## src/rtl/rlc_pkg.sv

```systemverilog
`timescale 1ns/1ps
package rlc_pkg;
  localparam int LVL_W = 3;
  localparam int GRP_MISC = 0;
  localparam int GRP_ADDR = 1;
  localparam int GRP_DATA = 2;

  typedef logic [LVL_W-1:0] lvl_t;

  // Active-low pin code to priority level.
  function automatic lvl_t pins_to_level(input lvl_t pins);
    return ~pins;
  endfunction

  // Group served by a given interrupt pin during reset.
  function automatic int pin_group(input int pin);
    case (pin)
      2:       return GRP_DATA;
      1:       return GRP_ADDR;
      default: return GRP_MISC;
    endcase
  endfunction
endpackage

```

## src/rtl/rlc_rst_sync.sv

```systemverilog
`timescale 1ns/1ps
module rlc_rst_sync #(
  parameter int STAGES = 2
) (
  input  logic clk,
  input  logic arst_n,
  output logic rst_o
);
  logic [STAGES-1:0] chain;

  // Asynchronous entry, release walks through the chain.
  always_ff @(posedge clk or negedge arst_n) begin
    if (!arst_n) chain <= '1;
    else         chain <= {chain[STAGES-2:0], 1'b0};
  end

  assign rst_o = chain[STAGES-1];
endmodule

```

## src/rtl/rlc_pin_sync.sv

```systemverilog
`timescale 1ns/1ps
module rlc_pin_sync #(
  parameter int W      = 3,
  parameter int STAGES = 2
) (
  input  logic         clk,
  input  logic [W-1:0] d,
  output logic [W-1:0] q,
  output logic         stable
);
  logic [W-1:0] stg [STAGES];
  logic [W-1:0] prev;

  always_ff @(posedge clk) begin
    stg[0] <= d;
    for (int i = 1; i < STAGES; i++) stg[i] <= stg[i-1];
    prev <= stg[STAGES-1];
  end

  assign q      = stg[STAGES-1];
  assign stable = (stg[STAGES-1] == prev);
endmodule

```

## src/rtl/rlc_drive_cfg.sv

```systemverilog
`timescale 1ns/1ps
module rlc_drive_cfg import rlc_pkg::*; (
  input  logic clk,
  input  logic rst,
  input  lvl_t pins,
  output lvl_t drv
);
  for (genvar p = 0; p < LVL_W; p++) begin : g_grp
    localparam int GRP = pin_group(p);
    // Follows the pins while reset holds, frozen afterwards.
    always_ff @(posedge clk) begin
      if (rst) drv[GRP] <= pins[p];
    end
  end
endmodule

```

## src/rtl/rlc_irq_decode.sv

```systemverilog
`timescale 1ns/1ps
module rlc_irq_decode import rlc_pkg::*; (
  input  logic clk,
  input  logic rst,
  input  lvl_t pins,
  input  logic stable,
  output lvl_t level,
  output logic pend,
  output logic nmi
);
  lvl_t nxt;
  assign nxt = pins_to_level(pins);

  always_ff @(posedge clk) begin
    if (rst) begin
      level <= '0;
      pend  <= 1'b0;
      nmi   <= 1'b0;
    end else if (stable) begin
      level <= nxt;
      pend  <= |nxt;
      nmi   <= &nxt;
    end
  end
endmodule

```

## src/rtl/rlc_out_gate.sv

```systemverilog
`timescale 1ns/1ps
module rlc_out_gate #(
  parameter int         W     = 1,
  parameter bit         GATED = 1'b1,
  parameter logic [W-1:0] IDLE = '0
) (
  input  logic         clk,
  input  logic         rst,
  input  logic [W-1:0] d,
  output logic [W-1:0] q
);
  if (GATED) begin : g_gated
    always_ff @(posedge clk) begin
      if (rst) q <= IDLE;
      else     q <= d;
    end
  end else begin : g_free
    logic unused_rst;
    assign unused_rst = rst;
    always_ff @(posedge clk) q <= d;
  end
endmodule

```

## src/rtl/rstirq_conditioner.sv

```systemverilog
`timescale 1ns/1ps
module rstirq_conditioner import rlc_pkg::*; #(
  parameter int OE_W        = 4,
  parameter int CTL_W       = 8,
  parameter int SYNC_STAGES = 2
) (
  input  logic             clk,
  input  logic             rst_pin_n,
  input  logic [2:0]       irq_pin_n,
  input  logic [OE_W-1:0]  core_oe,
  input  logic [CTL_W-1:0] core_ctl,
  input  logic             core_mi,
  input  logic             core_tdo,
  output logic             rst_int,
  output logic [OE_W-1:0]  bus_oe,
  output logic [CTL_W-1:0] ctl_out,
  output logic             mi_out,
  output logic             tdo_out,
  output logic [2:0]       drv_small,
  output logic [2:0]       irq_level,
  output logic             irq_pend,
  output logic             irq_nmi
);
  localparam int FREE_W = 2;

  logic             rst_s;
  lvl_t             pin_s;
  logic             pin_stable;
  lvl_t             lvl_q;
  logic             pend_q;
  logic             nmi_q;
  logic [FREE_W-1:0] free_q;

  rlc_rst_sync #(.STAGES(SYNC_STAGES)) u_rst (
    .clk(clk), .arst_n(rst_pin_n), .rst_o(rst_s)
  );

  rlc_pin_sync #(.W(LVL_W), .STAGES(SYNC_STAGES)) u_pins (
    .clk(clk), .d(irq_pin_n), .q(pin_s), .stable(pin_stable)
  );

  rlc_drive_cfg u_drv (
    .clk(clk), .rst(rst_s), .pins(pin_s), .drv(drv_small)
  );

  rlc_irq_decode u_dec (
    .clk(clk), .rst(rst_s), .pins(pin_s), .stable(pin_stable),
    .level(lvl_q), .pend(pend_q), .nmi(nmi_q)
  );

  rlc_out_gate #(.W(OE_W), .GATED(1'b1), .IDLE('0)) u_oe (
    .clk(clk), .rst(rst_s), .d(core_oe), .q(bus_oe)
  );

  rlc_out_gate #(.W(CTL_W), .GATED(1'b1), .IDLE('0)) u_ctl (
    .clk(clk), .rst(rst_s), .d(core_ctl), .q(ctl_out)
  );

  rlc_out_gate #(.W(FREE_W), .GATED(1'b0), .IDLE('0)) u_free (
    .clk(clk), .rst(rst_s), .d({core_mi, core_tdo}), .q(free_q)
  );

  assign rst_int   = rst_s;
  assign mi_out    = free_q[1];
  assign tdo_out   = free_q[0];
  assign irq_level = lvl_q;
  assign irq_pend  = pend_q & ~rst_s;
  assign irq_nmi   = nmi_q & ~rst_s;
endmodule

```

## config.mk

```make
export PLATFORM = sky130hd
export DESIGN_NAME = rstirq_conditioner
export DESIGN_NICKNAME = d
export VERILOG_FILES = /design/src/rtl/rlc_pkg.sv /design/src/rtl/rlc_rst_sync.sv /design/src/rtl/rlc_pin_sync.sv /design/src/rtl/rlc_drive_cfg.sv /design/src/rtl/rlc_irq_decode.sv /design/src/rtl/rlc_out_gate.sv /design/src/rtl/rstirq_conditioner.sv
export SDC_FILE = /design/constraint.sdc
export NUM_CORES = 1
export LEC_CHECK = 0
export BUFFER_PORTS_ARGS = -buffer_cell sky130_fd_sc_hd__buf_2
export CELL_PAD_IN_SITES_DETAIL_PLACEMENT = 0
export CELL_PAD_IN_SITES_GLOBAL_PLACEMENT = 1
export CORE_UTILIZATION = 30
export DETAILED_ROUTE_END_ITERATION = 16
export PLACE_DENSITY_LB_ADDON = 0.2
export SYNTH_ARGS = -nofsm -noshare
export SYNTH_HDL_FRONTEND = slang
export SYNTH_SLANG_ARGS = --single-unit
```

## constraint.sdc

```tcl
create_clock -name clk -period 1.6 [get_ports clk]
set_input_delay 0.16 -clock clk [delete_from_list [all_inputs] [get_ports clk]]
set_output_delay 0.16 -clock clk [all_outputs]
set_load 0.005 [all_outputs]
```

==> metrics, run 1 <==
status=finished clean; post-synth net total=~90; core box area=just over 3000 um^2; I/O pin cnt=42; minimum clock period=1.415 ns; most frequent cell after synthesis=dfxtp_1; reg2reg path depth=3; Post-synth EDFFs=3; Die H=58.30 um; 1st-iter DRT viols=17; Data required, critical path=1.44 ns; Startpoint Class=flop; initial antenna violation count=0; Tcrit/Tclk final=88.45%; n_diodes=0; Synth area leaders=dfxtp_1 59%, nor2b_1 9.9%, edfxtp_1 9.5%, dfstp_2 5.5%, xor2_1 2.8%; HP Class=in -> reg; Hold Crit Depth=2; Critical Setup Path Class=reg -> out; commonest cells in the netlist=28 x dfxtp_1, 15 x nor2b_1, 3 x edfxtp_1, 3 x xor2_1; nets@finish=142; area leader, netlist=dfxtp_1; CTS sink cnt=33; vias in the first global route=636; GP Congestion=0.6413; postcts setup bufs=0; FF-to-FF Start=u_pins.stg[0][3]$_DFF_P_; sequential fraction of the synthesis area=around three quarters; post-CTS resize count=0; dpl hpwl=1079 um; Worst-Skew Late Latency=~0.32 ns; mean post-synth cell area=13.78 um^2; share of cells above drive strength 1=between 40% and 50%; Rows=20; TritonCTS clock tree=yes; Routed Antenna Nets=0; yosys warns=0; GR Overflow Total=0; Synth cell types=20; pre-CTS WS=0.2150 ns; clock skew=0.007373 ns; Static Leak=0.6300 nW; Finish-stage setup viols=0; Max Cap Viol=0; post-route worst setup slack=about 0.18 ns; FF/Latch Area=703.2 um^2; die width=just under 60 um; area of the multi-input gates=240.2 um^2; drt via density=3.911; #FFs+latches synth=33; WL per Instance=9.435 um; largest net degree at the start of global routing=11; Post-synth ARST share=just over 6%; Max Freq=706.6 MHz; DRC violation count after routing=0; CP Capture Type=output port; Sum Neg Setup Slack=0 ns; setup slack, reg-to-reg=approximately 0.22 ns; clk buf depth=2; port bufs=41; Die ar.=3399 um^2; Fillers=around 310; reg2reg end=u_dec.level[0]$_SDFFE_PP0N_; H-tree levels=2; CTS buffer count=5; Critical Path Fanout Max=8; total power=~0.0016 W; Worst-path clk slew=around 0.090 ns; P per Cell Area=1204 nW/um^2; drt first pass iters=2; WHS Endpoint=u_ctl.q[3]$_SDFF_PP0_; Data arrival, critical path=approximately 1.3 ns; GR Util All Layers=11.50%; Mapped Cells=69; hold buffer count at cts=6; Max Slew Vio Count=0; via count=between 600 and 700; Hold Crit Start=core_ctl[3]; final hold vios=0; Post-Route WL=1585 um; Synth Flop Type=dfxtp_1; starting density of the core=31.40%; clk root buf=clkbuf_4; top cell type's share of synthesized area=58.95%; synthesized area=between 900 and 1000 um^2; area grow syn2layout=43.42%; peak supply drop=roughly 0.0006 V; RSZ-0062 raised after global routing=false; first-pass GRT wire length=2622 um
layer usage:
layer | part of all wire, % | track usage, %
met1 | 42 | 10.99
met2 | 47 | 17.08
met3 | 8.9 | 8.571
met4 | 1.5 | 8.163
met5 | 0 | 0
how the worst max path moves through the flow:
stage                                        endpoint  cells after the start                      from  slack, ns
after floorplan               u_dec.pend$_SDFFE_PP0N_                      4  u_rst.chain[1]$_DFF_PN1_       0.21
after global placement    u_dec.level[0]$_SDFFE_PP0N_                      3  u_pins.stg[0][3]$_DFF_P_       0.26
after detailed placement  u_dec.level[0]$_SDFFE_PP0N_                      3  u_pins.stg[0][3]$_DFF_P_       0.22
after CTS                                    irq_pend                      3  u_rst.chain[1]$_DFF_PN1_       0.14
after global routing                         irq_pend                      3  u_rst.chain[1]$_DFF_PN1_       0.07
final                                        irq_pend                      3  u_rst.chain[1]$_DFF_PN1_       0.18
cells in the final DEF, fill, tap and decap left out:
cell / synthesis / final
nor2b_1: 15 / 15
nand2b_1: 1 / 1
nor3_1: 1 / 1
edfxtp_1: 3 / 3
clkbuf_8: 0 / 1
dfstp_2: 2 / 2
buf_4: 0 / 2
nor3_2: 1 / 1
mux2i_1: 1 / 1
or2_2: 1 / 1
buf_2: 0 / 41
clkbuf_1: 2 / 1
bufinv_16: 0 / 1
and4_2: 1 / 1
clkbuf_4: 0 / 5
o21ai_0: 1 / 1
dlygate4sd3_1: 0 / 6
nor2_1: 1 / 1
xor2_1: 3 / 3
a31oi_1: 2 / 2
conb_1: 1 / 1
mux2_1: 2 / 2
or4_1: 1 / 1
a21bo_2: 1 / 1
dfxtp_1: 28 / 28
o21a_1: 1 / 1
kinds of logic after synthesis:
| family | after synthesis | share of synthesized area, % |
|---|---|---|
| other cells | 1 | 0.3944 |
| simple gates | 22 | 15.00 |
| buf+inv | 2 | 0.7898 |
| mux | 3 | 3.421 |
| flops | 33 | 73.95 |
| xor+xnor | 3 | 2.764 |
| compound gates | 5 | 3.684 |
registers in the layout, summed over array words and instances (netlist names), 2 cells and up:
register	count
u_oe.q	4
u_pins.prev	3
u_free.q	2
u_ctl.q	8
u_rst.chain	2
u_drv.drv	3
u_dec.level	3
u_pins.stg	6
worst max-delay path: stages (launching register included):
cell and delay, ns:
dfstp_2 0.60, buf_4 0.17, nor2b_1 0.05, buf_2 0.12
layout make-up:
type	instances	share of cell area [%]
clock buffers	7	4.037
clock inverters	1	2.202
multi-input cells	34	17.61
flip-flops and latches	33	51.56
well taps	44	4.037
repair buffers	49	20.55
power by group:
group	internal (W)	switching, W	leakage, nW
Clock	0.000373	0.000257	0.0455
Combinational	0.0000696	0.0000424	0.301
Sequential	0.000880	0.0000198	0.284
per-stage QoR:
step	std cells	utilization (%)	area [um^2]	hold slack (ns)
after CTS	168	45.04	1364	0.01694
final	168	45.04	1364	0.04465
after global routing	168	45.04	1364	0.006561
after detailed placement	154	40.25	1219	0.1145
after global placement	154	40.25	1219	0.1095
after floorplan	69	-	950.9	0.01216
(Power assumes the default switching activity.)
==> run 2, diff against run 1 <==
ABC_AREA = 1   (was not set)
==> run 2 against run 1 <==
  * Area after synthesis is 3.4% higher
  * Die area up 3.3%
  * Combinational power about the same
  * Critical path type unchanged
  * Critical endpoint unchanged
==> metrics, run 2 <==
nets@finish=172 (+21%); biggest regs=u_ctl.q x8, u_pins.stg x6, u_oe.q x4; Critical Setup Path Class=reg -> out; utilization after layout=44.80% (-0.24 points); most frequent cells in the layout=41 x buf_2, 28 x dfxtp_1, 22 x nor2_1; Synth area leaders=dfxtp_1 57%, edfxtp_1 9.2%, nor2_1 8.4%, inv_1 8.0%, nand2_1 5.7%; yosys warns=0 (unchanged); I/O pin cnt=42 (unchanged); clk root buf=clkbuf_4; post-route worst setup slack=0.1120 ns (-0.07280 ns); WL per Instance=8.495 um (-10%); Hold Crit Start=core_ctl[7]; Routed Antenna Nets=0 (unchanged); first-pass GRT wire length=2711 um (+3.4%); clock skew=0.006944 ns (-0.0004290 ns); drt via density=3.712 (-5.1%); n_diodes=0 (unchanged); top cell type's share of synthesized area=57.00% (-1.9 points); Max Cap Viol=0 (unchanged); Synth cell types=15 (-25%); largest net degree at the start of global routing=20 (+9); worst hold slack=0.01543 ns (-0.02922 ns); clk buf depth=2 (unchanged); status=finished clean; mean post-synth cell area=9.834 um^2 (-29%); sequential fraction of the synthesis area=71.50% (-2.4 points); Post-synth ARST share=6.061% (unchanged); Tcrit/Tclk final=93.00% (+4.5 points); Finish-stage setup viols=0 (unchanged); area of the multi-input gates=197.7 um^2 (-18%); GR Overflow Total=0 (unchanged); dpl hpwl=1141 um (+5.8%); largest family of logic cells by synthesized area=simple AND/OR/NAND/NOR gates; FF-to-FF Start=u_rst.chain[1]$_DFF_PN1_; post-synth net total=119 (+35%); post-CTS resize count=0 (unchanged); max reg flops=8 (unchanged); Hold Crit Depth=3 (+1); Synth Flop Type=dfxtp_1; Post-synth EDFFs=3 (unchanged); setup slack, reg-to-reg=0.43 ns (+0.21 ns); Worst-path clk slew=0.11 ns (+0.02 ns); most common cell after layout, fill and taps aside=buf_2; die width=59.26 um (+1.6%); area grow syn2layout=40.20%; area leader, netlist=dfxtp_1; Max Freq=672.0 MHz (-4.9%); Worst path slowest cell=dfstp_2; Adder-Cell Fraction of Synth Area=0% (unchanged); synthesized area=983.4 um^2 (+3.4%); Post-DP Area=1240 um^2 (+1.7%); P per Cell Area=1143 nW/um^2 (-5.1%); H-tree levels=2 (unchanged); GR Util All Layers=11.26% (-0.24 points); #FFs+latches synth=33 (unchanged); initial antenna violation count=0 (unchanged); Top reg by flops=u_ctl.q; share of cells above drive strength 1=35.06% (-10 points); minimum clock period=1.488 ns (+0.07279 ns); via count=735 (+12%); Post-Synth XOR/XNOR Area=0.8906% (-1.9 points); Non-Filler Cell Area, Final=1379 um^2 (+1.1%); core box area=3078 um^2 (+1.7%); Largest stage delay, worst path=0.75 ns (+0.15 ns); reg2reg end=u_dec.level[1]$_SDFFE_PP0N_; HP Class=in -> reg; GP Congestion=0.7098 (+11%); RSZ-0062 raised after global routing=false; FF/Latch Area=703.2 um^2 (unchanged); peak supply drop=0.0004508 V (-25%); Data required, critical path=1.44 ns (about the same); Data arrival, critical path=1.33 ns (+0.07 ns); Worst-Skew Late Latency=0.34 ns (+0.02 ns); Static Leak=0.7484 nW (+19%); DRC violation count after routing=0 (unchanged); critical-path cell list=nor2_1, buf_2; Max Slew Vio Count=0 (unchanged); Die H=59.26 um (+1.6%); reg2reg path depth=3 (unchanged); Rows=20 (unchanged); Mapped Cells=100 (+45%); Compound-Gate Fraction of Synth Area=0% (-3.7 points); Post-Route WL=1682 um (+6.1%); CTS sink cnt=33 (unchanged); Startpoint Class=flop; Die ar.=3511 um^2 (+3.3%); port bufs=41 (unchanged); final hold vios=0 (unchanged); post-synthesis simple-gate area fraction=18.83% (+3.8 points); 1st-iter DRT viols=8 (-9); TritonCTS clock tree=yes; mux contribution to synthesized area=0% (-3.4 points); Sum Neg Setup Slack=0 ns (unchanged); vias in the first global route=689 (+8.3%); Critical Path Fanout Max=19 (+11); Fillers=316 (+0.64%); WHS Endpoint=u_ctl.q[7]$_SDFF_PP0_; CTS buffer count=5 (unchanged); drt first pass iters=4 (+2); commonest cells in the netlist=28 x dfxtp_1, 22 x nor2_1, 21 x inv_1; most frequent cell after synthesis=dfxtp_1; starting density of the core=31.95% (+0.55 points); pre-CTS WS=0.4302 ns (+0.2152 ns); CP Capture Type=output port
## run 2: changes by cell type in the layout (fill, tap and decap cells not counted), sizes merged, moves of 2 or more
cell | before | now
nand2 | 0 | 15
buf | 43 | 41
xor2 | 3 | 0
inv | 0 | 21
nor2b | 15 | 1
a31oi | 2 | 0
nand3 | 0 | 2
nor2 | 1 | 23
mux2 | 2 | 0
## run 2: timing repair
item,4_1_cts,5_1_grt
endpoints found under the hold margin,7,0
setup buffers,0,0
hold buffers,6,0
## run 2: stage by stage
stage | std cells | total power, W
6_report | 198 | 0.001576
5_1_grt | 198 | 0.001651
3_3_place_gp | 184 | 0.001025
4_1_cts | 198 | 0.001601
3_5_place_dp | 184 | 0.001027
2_1_floorplan | 100 | 0.0009685
## run 2: cell families after synthesis
kind of cell / count (synthesis)
and+or+nand+nor: 43
xor gates and xnor gates: 1
DFF: 33
buffers and inverters: 22
other: 1
## run 2: how the worst max path moves through the flow
stage,from,to,depth (start not counted)
2_1_floorplan,u_rst.chain[1]$_DFF_PN1_,irq_nmi,2
3_3_place_gp,u_rst.chain[1]$_DFF_PN1_,u_dec.level[1]$_SDFFE_PP0N_,3
3_5_place_dp,u_rst.chain[1]$_DFF_PN1_,u_dec.level[1]$_SDFFE_PP0N_,3
4_1_cts,u_rst.chain[1]$_DFF_PN1_,irq_pend,2
5_1_grt,u_rst.chain[1]$_DFF_PN1_,irq_pend,2
6_report,u_rst.chain[1]$_DFF_PN1_,irq_pend,2
## run 2: final cells by class
cell class | instances | share of cell area (%)
Sequential cell | 33 | 51.00
Timing Repair Buffer | 47 | 19.24
Multi-Input combinational cell | 45 | 14.34
Inverter | 21 | 5.717
Clock buffer | 6 | 4.537
Tap cell | 44 | 3.993
Clock inverter | 2 | 1.180
## run 2: critical path: cells and delay by family, from the launching register on
family                 cells  cell delay (ns)
buffers and inverters      1             0.14
flip-flops                 1             0.75
AND/OR/NAND/NOR            1             0.09
## run 2: routing by layer
metal | vias to the layer above | wire (um) | track usage [%] | share of wire (%)
met5 | - | 0 | 0 | 0
met4 | 0 | 45 | 11.22 | 2.7
met3 | 5 | 164 | 5.459 | 9.8
met2 | 31 | 774 | 16.85 | 46
met1 | 307 | 697 | 11.11 | 41
li1 | 392 | - | - | -
## run 2: where the power goes
part	internal, W	switching [W]	total (W)
Clock	0.000268	0.000291	0.000559
Combinational	0.0000636	0.0000505	0.000114
Sequential	0.000880	0.0000232	0.000903
Total	0.00121	0.000365	0.00158
==> run 3, diff against run 2 <==
clock period = 1.5 ns   (was 1.6 ns; I/O delays follow)
==> run 3 against run 2 <==
  * Flip-flop and latch count stayed put
  * Utilization is 3.1 points higher
  * First-iteration DRC count fell by 25%
  * Final cell count is 4.5% higher
  * Global-route usage is 0.97 points higher
  * Clock skew fell by 0.0023 ns
  * Clock-buffer cell count unchanged
==> metrics, run 3 (synthesis gave the netlist of run 2 again) <==
status=finished clean; CTS sink cnt=33 (unchanged); Worst path slowest cell=dfstp_4; Die H=59.26 um (unchanged); nets@finish=181 (+5.2%); TritonCTS clock tree=yes; Pint=0.001418 W (+17%); FF-to-FF Start=u_rst.chain[1]$_DFF_PN1_; largest net degree at the start of global routing=20 (unchanged); I/O pin cnt=42 (unchanged); port bufs=41 (unchanged); Sum Neg Setup Slack=0 ns (unchanged); core box area=3078 um^2 (unchanged); part of the power in combinational logic=7.9% (+0.7 points); Post-Route WL=1775 um (+5.5%); clk buf depth=2 (unchanged); GR Overflow Total=0 (unchanged); Startpoint Class=flop; Rows=20 (unchanged); Fillers=310 (-1.9%); CTS buffer count=5 (unchanged); sw frac=21.00% (-2.1 points); initial antenna violation count=0 (unchanged); Finish-stage setup viols=0 (unchanged); die width=59.26 um (unchanged); Worst-Skew Late Latency=0.33 ns (about the same); CP Capture Type=output port; Data required, critical path=1.35 ns (-0.09 ns); 1st-iter DRT viols=6 (-2); utilization after layout=47.93% (+3.1 points); dpl hpwl=1142 um (about the same); Hold Crit Start=core_oe[0]; Static Leak=0.7932 nW (+6.0%); starting density of the core=31.95% (unchanged); max reg flops=8 (unchanged); Data arrival, critical path=1.22 ns (-0.11 ns); Max Freq=728.6 MHz; drt via density=3.705 (-0.18%); Largest stage delay, worst path=0.70 ns (-0.05 ns); Worst-path clk slew=0.10 ns (about the same); DRC violation count after routing=0 (unchanged); minimum clock period=1.372 ns; Critical Path Fanout Max=13 (-6); n_diodes=0 (unchanged); power share of the clock group=38.5% (+3.0 points); vias in the first global route=701 (+1.7%); RSZ-0062 raised after global routing=false; GP Congestion=0.7441 (+4.8%); Max Cap Viol=0 (unchanged); critical path's top delay family=flip-flops; switching power summed over all nets=0.0003770 W (+3.4%); P per Cell Area=1217 nW/um^2 (+6.5%); HP Class=in -> reg; Tcrit/Tclk final=91.50%; Critical Setup Path Class=reg -> out; area grow syn2layout=50.00%; share of cells above drive strength 1=34.97% (-0.096 points); Max Slew Vio Count=0 (unchanged); GR Util All Layers=12.23% (+0.97 points); Non-Filler Cell Area, Final=1475 um^2 (+7.0%); peak supply drop=0.0007484 V (+66%); Post-DP Area=1240 um^2 (unchanged); count of buffer and inverter cells on the critical path=1 (unchanged); sequential share of power=53.6% (-3.7 points); first-pass GRT wire length=2939 um (+8.4%); most frequent cells in the layout=41 x buf_2, 28 x dfxtp_1, 22 x nor2_1; Top reg by flops=u_ctl.q; WL per Instance=8.575 um (+0.94%); biggest regs=u_ctl.q x8, u_pins.stg x6, u_oe.q x4; most common cell after layout, fill and taps aside=buf_2; via count=767 (+4.4%); CP startpoint=u_rst.chain[1]$_DFF_PN1_; drt first pass iters=4 (unchanged); critical-path cell list=nor2_1, buf_2; H-tree levels=2 (unchanged); Die ar.=3511 um^2 (unchanged); clk root buf=clkbuf_4; clock skew=0.004617 ns (-0.002327 ns); Routed Antenna Nets=0 (unchanged); final hold vios=0 (unchanged)
## run 3: power groups by stage
stage / Combinational, W / Clock (W) / Sequential [W]
after CTS: 0.000130 / 0.000715 / 0.000967
after global routing: 0.000161 / 0.000754 / 0.000971
final: 0.000141 / 0.000691 / 0.000963
after floorplan: 0.0000511 / 0 / 0.000982
after global placement: 0.000109 / 0 / 0.000984
after detailed placement: 0.000111 / 0 / 0.000985
## run 3: routing by layer
layer,vias to the layer above,GRT usage (%),share of wire (%)
li1,410,-,-
met1,322,14.01,42
met2,28,17.01,46
met3,7,7.205,8.7
met4,0,8.163,3.0
met5,-,0,0
## run 3: tightest hold or removal path: stages
cell and delay, ns:
buf_2 0.10, inv_1 0.04, nor2_1 0.03
## run 3: path summary, 6_finish.rpt
path | slack (ns) | to | cells after the start
max | 0.13 | irq_nmi | 2
min | 0.02 | u_oe.q[0]$_SDFF_PP0_ | 3
max reg2reg | 0.37 | u_drv.drv[0]$_DFFE_PP_ | 1
min reg2reg | 0.34 | u_pins.stg[0][5]$_DFF_P_ | 0
max in group asynchronous | 1.19 | u_rst.chain[0]$_DFF_PN1_ | 2
min in group asynchronous | 0.29 | u_rst.chain[0]$_DFF_PN1_ | 2
## run 3: layout make-up
cell class	count	area, um^2	area share, %
flip-flops and latches	33	706.9	47.92
multi-input cells	45	197.7	13.40
well taps	44	55.05	3.732
inverters	21	78.83	5.344
repair buffers	56	347.8	23.58
clock inverters	2	37.54	2.545
clock buffers	6	51.30	3.478
## run 3: through the flow
stage / total power (W) / std cells / setup slack (ns) / hold slack, ns
finish: 0.001795 / 207 / 0.1275 / 0.01506
global route: 0.001887 / 207 / 0.05303 / 0.003450
CTS: 0.001812 / 202 / 0.04154 / 0.0007353
detailed placement: 0.001096 / 184 / 0.3312 / 0.1009
global placement: 0.001093 / 184 / 0.3604 / 0.09948
floorplan: 0.001033 / 100 / 0.3784 / 0.002164
## run 3: timing repair
action                                  CTS  global route
endpoints found under the setup margin    1             2
buffers inserted                          0             3
resized for setup                         1             0
hold endpoints to repair                 11             2
hold buffers                             10             2
